--- src/rtl/dac_rx_pkg.sv ---
package dac_rx_pkg;
  // Default command length and synchronizer depth for the serial receiver.
  localparam int unsigned RX_WORD_W   = 24;
  localparam int unsigned RX_STAGES   = 2;

  // Pin positions inside the synchronized input bundle.
  localparam int unsigned PIN_SYNC = 0;
  localparam int unsigned PIN_SCLK = 1;
  localparam int unsigned PIN_DIN  = 2;
  localparam int unsigned PIN_HWR  = 3;
  localparam int unsigned PIN_CNT  = 4;

  // Idle levels: strobe high, clock high, data low, hardware reset released.
  localparam logic [PIN_CNT-1:0] PIN_IDLE = 4'b1011;
endpackage

--- src/rtl/dac_rx_sync.sv ---
module dac_rx_sync #(
  parameter int unsigned W      = 4,
  parameter int unsigned STAGES = 2,
  parameter logic [W-1:0] RST_VAL = '0
) (
  input  logic         clk,
  input  logic         rst,
  input  logic [W-1:0] d_in,
  output logic [W-1:0] d_out
);
  // One flop chain per pin, each reset to that pin's idle level.
  for (genvar g = 0; g < W; g++) begin : g_bit
    logic [STAGES-1:0] chain;
    always_ff @(posedge clk) begin
      if (rst) chain <= {STAGES{RST_VAL[g]}};
      else     chain <= {chain[STAGES-2:0], d_in[g]};
    end
    assign d_out[g] = chain[STAGES-1];
  end
endmodule

--- src/rtl/dac_rx_edge.sv ---
module dac_rx_edge #(
  parameter int unsigned W = 2,
  parameter logic [W-1:0] RST_VAL = '1
) (
  input  logic         clk,
  input  logic         rst,
  input  logic [W-1:0] lvl,
  output logic [W-1:0] fall
);
  logic [W-1:0] lvl_q;

  always_ff @(posedge clk) begin
    if (rst) lvl_q <= RST_VAL;
    else     lvl_q <= lvl;
  end

  // A high-to-low step between consecutive samples.
  assign fall = lvl_q & ~lvl;
endmodule

--- src/rtl/dac_rx_frame.sv ---
module dac_rx_frame #(
  parameter int unsigned WORD_W = 24
) (
  input  logic              clk,
  input  logic              clr,
  input  logic              sync_fall,
  input  logic              sclk_fall,
  input  logic              din,
  output logic [WORD_W-1:0] word,
  output logic              word_valid
);
  localparam int unsigned CNT_W = $clog2(WORD_W);
  localparam logic [CNT_W-1:0] LAST = CNT_W'(WORD_W - 1);

  logic              armed;
  logic [CNT_W-1:0]  cnt;
  logic [WORD_W-2:0] shreg;

  always_ff @(posedge clk) begin
    if (clr) begin
      armed      <= 1'b0;
      cnt        <= '0;
      shreg      <= '0;
      word       <= '0;
      word_valid <= 1'b0;
    end else begin
      word_valid <= 1'b0;
      if (sync_fall) begin
        // A new strobe edge always wins: restart the count.
        armed <= 1'b1;
        cnt   <= '0;
      end else if (armed && sclk_fall) begin
        shreg <= {shreg[WORD_W-3:0], din};
        if (cnt == LAST) begin
          armed      <= 1'b0;
          cnt        <= '0;
          word       <= {shreg, din};
          word_valid <= 1'b1;
        end else begin
          cnt <= cnt + 1'b1;
        end
      end
    end
  end
endmodule

--- src/rtl/dac_serial_rx.sv ---
module dac_serial_rx
  import dac_rx_pkg::*;
#(
  parameter int unsigned WORD_W = RX_WORD_W,
  parameter int unsigned STAGES = RX_STAGES
) (
  input  logic              clk,
  input  logic              rst,
  input  logic              hw_rst_n,
  input  logic              sync_n,
  input  logic              sclk,
  input  logic              din,
  output logic [WORD_W-1:0] word,
  output logic              word_valid
);
  logic [PIN_CNT-1:0] pins_raw;
  logic [PIN_CNT-1:0] pins_s;
  logic [1:0]         falls;
  logic               sync_fall;
  logic               sclk_fall;
  logic               clr;

  always_comb begin
    pins_raw           = '0;
    pins_raw[PIN_SYNC] = sync_n;
    pins_raw[PIN_SCLK] = sclk;
    pins_raw[PIN_DIN]  = din;
    pins_raw[PIN_HWR]  = hw_rst_n;
  end

  dac_rx_sync #(
    .W(PIN_CNT), .STAGES(STAGES), .RST_VAL(PIN_IDLE)
  ) u_sync (
    .clk(clk), .rst(rst), .d_in(pins_raw), .d_out(pins_s)
  );

  dac_rx_edge #(
    .W(2), .RST_VAL(2'b11)
  ) u_edge (
    .clk(clk), .rst(rst),
    .lvl({pins_s[PIN_SCLK], pins_s[PIN_SYNC]}),
    .fall(falls)
  );

  assign sync_fall = falls[0];
  assign sclk_fall = falls[1];
  assign clr       = rst | ~pins_s[PIN_HWR];

  dac_rx_frame #(
    .WORD_W(WORD_W)
  ) u_frame (
    .clk(clk), .clr(clr),
    .sync_fall(sync_fall), .sclk_fall(sclk_fall),
    .din(pins_s[PIN_DIN]),
    .word(word), .word_valid(word_valid)
  );
endmodule

--- config.mk ---
export PLATFORM = sky130hd
export DESIGN_NAME = dac_serial_rx
export DESIGN_NICKNAME = d
export VERILOG_FILES = /design/src/rtl/dac_rx_pkg.sv /design/src/rtl/dac_rx_sync.sv /design/src/rtl/dac_rx_edge.sv /design/src/rtl/dac_rx_frame.sv /design/src/rtl/dac_serial_rx.sv
export SDC_FILE = /design/constraint.sdc
export NUM_CORES = 1
export LEC_CHECK = 0
export ABC_AREA = 1
export CAP_MARGIN = 20
export CORE_ASPECT_RATIO = 1.2
export CORE_MARGIN = 1.5
export CORE_UTILIZATION = 58
export DETAILED_ROUTE_END_ITERATION = 10
export HOLD_SLACK_MARGIN = 0.05
export MAX_ROUTING_LAYER = met4
export PLACE_DENSITY = 0.85
export SETUP_SLACK_MARGIN = 0.2
export SLEW_MARGIN = 0
export SYNTH_ARGS = -nofsm -noshare
export SYNTH_HDL_FRONTEND = slang
export SYNTH_SLANG_ARGS = --single-unit
--- constraint.sdc ---
create_clock -name clk -period 2.4 [get_ports clk]
set_input_delay 0.36 -clock clk [delete_from_list [all_inputs] [get_ports clk]]
set_output_delay 0.36 -clock clk [all_outputs]
set_load 0.03 [all_outputs]
==> impl_metrics.env <==
export IMPL_antenna_found_initial=0
export IMPL_io_pins=31
export IMPL_syn_num_nets=290
export IMPL_finalClockSkew_ns=0.00651
export IMPL_yosys_top_cells_count="dfxtp_1 (64), nor2_1 (60), nand2_1 (37), nand3_1 (26), nand4_1 (24)"
export IMPL_synth_seq_area_share_pct=54.1
export IMPL_synth_compound_area_share_pct=5.49
export IMPL_seq_power_share_pct=50.3
export IMPL_grt_setup_unrepaired="no"
export IMPL_synthAdderAreaFrac_pct=0.528
export IMPL_worst_slew_pin_slew_ns=0.474
export IMPL_fin_crit_sh_pct=71.5
export IMPL_combPwrFrac_pct=3.4
export IMPL_setup_viol=0
export IMPL_cts_setup_buffers=0
export IMPL_cp_arrival_ns=1.36
export IMPL_synth_top_area_cell="dfxtp_1"
export IMPL_synth_top_area_share_pct=54.1
export IMPL_power_leakage_uw=0.00117
export IMPL_place_area_um2=2650
export IMPL_nFillCells=311
export IMPL_grt_use_total_pct=21.3
export IMPL_critPathKind="reg2out"
export IMPL_met3_usage_pct=9.57
export IMPL_dp_cells=352
export IMPL_syn_avg_cell_area_um2=8.37
export IMPL_cpMaxStageDelayCell="clkdlybuf4s50_1"
export IMPL_clock_latency_ns=0.34
export IMPL_p_clk_share_pct=46.3
export IMPL_row_count=25
export IMPL_synthFlopType="dfxtp_1"
export IMPL_yosysMostFrequentCell="dfxtp_1"
export IMPL_hp_class="reg2reg"
export IMPL_path_clk_slew_ns=0.06
export IMPL_die_w_um=61.4
export IMPL_htreeDepth=3
export IMPL_critPathMaxFanout=2
export IMPL_slew_headroom_pct=68.3
export IMPL_ant_nets=0
export IMPL_synth_async_reset_ratio_pct=0
export IMPL_antennaDiodeCount=0
export IMPL_muxShareOfSynthArea_pct=0
export IMPL_synth_xor_area_share_pct=0.370
export IMPL_fp_coreArea_um2=3940
export IMPL_power_switching_uw=434
export IMPL_gp_congestion=0.733
export IMPL_wl_per_cell_um=11.3
export IMPL_wl_um=4160
export IMPL_power_density_nw_per_um2=752
export IMPL_die_y_um=73.0
export IMPL_synth_area_um2=2370
export IMPL_clock_path_buffers=2
export IMPL_fmax_mhz=583
export IMPL_slowest_delay_ns=0.67
export IMPL_grt_util_met1_pct=24.5
export IMPL_io_buffers=30
export IMPL_nets=316
export IMPL_tritoncts_num_sinks=64
export IMPL_cts_resized=0
export IMPL_synth_simple_gate_area_share_pct=32.3
export IMPL_crit_buf_inv=1
export IMPL_layout_drive_gt1_share_pct=11.1
export IMPL_path_cells="clkdlybuf4s50_1"
export IMPL_crit_family="buffers and inverters"
export IMPL_synthToLayoutAreaGrowth_pct=20.6
export IMPL_grt_pass1_vias=1650
export IMPL_p_sw_share_pct=20.2
export IMPL_status="complete, no violations"
export IMPL_synth_edf_count=0
export IMPL_final_area_um2=2860
export IMPL_finalHoldViolCount=0
export IMPL_min_period_ns=1.72
export IMPL_die_area_um2=4480
export IMPL_grt_pass1_wl_um=6760
export IMPL_start_kind="register"
export IMPL_yosysWarnings=0
export IMPL_synth_distinct_cells=20
export IMPL_maxCapViolations=0
export IMPL_path_depth=1
export IMPL_use_met2_pct=31.1
export IMPL_p_int_uw=1720
export IMPL_required_ns=2.04
export IMPL_grt_busiest_layer="met2"
export IMPL_finalPower_uw=2150
export IMPL_dp_hpwl_um=2600
export IMPL_initial_utilization_pct=60.1
export IMPL_cts_root_buf="clkbuf_8"
export IMPL_first_pass_iters=4
export IMPL_via_per_inst=5.17
export IMPL_rrSetupSlack_ns=0.80
export IMPL_synthCells=283
export IMPL_synth_area_top_cells="dfxtp_1 (54%), nor2_1 (9.5%), nand4_1 (6.3%), nand2_1 (5.9%), nand3_1 (5.5%)"
export IMPL_hold_depth=1
export IMPL_synth_top_family_by_area="simple AND/OR/NAND/NOR gates"
export IMPL_cts_tree="yes"
export IMPL_overflow=0
export IMPL_ys_seq_elements=64
export IMPL_drc=0
export IMPL_finalNonFillerCells=368
export IMPL_drt_iter0_drc=149
export IMPL_cts_hold_buf=0
export IMPL_cts_buffers=9
export IMPL_setup_tns_ns=0
export IMPL_end_kind="output pin"
export IMPL_vias=1903
export IMPL_grt_max_degree=48
export IMPL_final_max_slew_viol_count=0
export IMPL_worstRegToRegCells=6
export IMPL_vdd_drop_max_v=0.000380
[sequential cells by signal, indices dropped and copies added, names as in the netlist]
| signal | flops |
|---|---|
| u_edge.lvl_q | 2 |
| u_frame.armed | 1 |
| u_frame.cnt | 5 |
| u_frame.shreg | 23 |
| u_frame.word | 24 |
| u_frame.word_valid | 1 |
| u_sync.g_bit.chain | 8 |
[power by group through the flow]
stage / Sequential, µW / Clock, µW / Combinational (µW)
3_5_place_dp: 1100 / 0 / 73.1
2_1_floorplan: 1100 / 0 / 57.5
4_1_cts: 1080 / 1010 / 73.5
5_1_grt: 1080 / 1050 / 82.8
6_report: 1080 / 995 / 73.7
3_3_place_gp: 1100 / 0 / 71.4
[cell usage in the layout, fill, tap and decap left out, types with 7 or more instances in the layout]
cell type	synthesis	layout
dfxtp_1	64	64
nor2_1	60	60
nand2_1	37	37
clkdlybuf4s50_1	0	30
nand3_1	26	26
nand4_1	24	24
o21ai_1	22	22
clkbuf_8	0	10
inv_1	7	7
or2_2	7	7
[layer usage]
metal	vias up	part of all wire, %	routed length, µm
li1	996	-	-
met1	854	45	1860
met2	45	49	2040
met3	8	4.2	176
met4	0	2.0	85
met5	-	0	0
[final timing paths]
kind | start | end
worst max-delay path | u_frame.word[4] | word[4]
worst min-delay path | u_sync.g_bit[3].chain[0] | u_sync.g_bit[3].chain[1]
worst max register to register | u_frame.cnt[0] | u_frame.word[22]
worst min register to register | u_sync.g_bit[3].chain[0] | u_sync.g_bit[3].chain[1]
[stage by stage]
step / hold WS [ns] / utilization [%] / setup WS [ns]
after floorplan: 0.388 / - / 1.13
after global placement: 0.392 / 67.1 / 0.508
after detailed placement: 0.398 / 67.1 / 0.475
after CTS: 0.412 / 72.5 / 0.673
after global routing: 0.418 / 72.5 / 0.616
final: 0.410 / 72.5 / 0.684
[kinds of logic (layout without fill, tap and decap cells)]
group / count (synthesis) / in the layout
buffers and inverters: 29 / 60
AND/OR/NAND/NOR: 162 / 162
adder cells (fa/ha/maj): 1 / 1
AO/OA/AOI/OAI: 26 / 26
XOR/XNOR: 1 / 1
flip-flops: 64 / 64
[final cells by class]
class | count | area (µm²) | area share, %
sequential | 64 | 1280 | 44.8
multi-input combinational | 190 | 916 | 32.0
timing repair buffer | 34 | 343 | 12.0
clock buffer | 13 | 149 | 5.21
tap | 54 | 67.6 | 2.36
clock inverter | 3 | 65.1 | 2.28
inverter | 10 | 37.5 | 1.31
(Power assumes the default switching activity.)
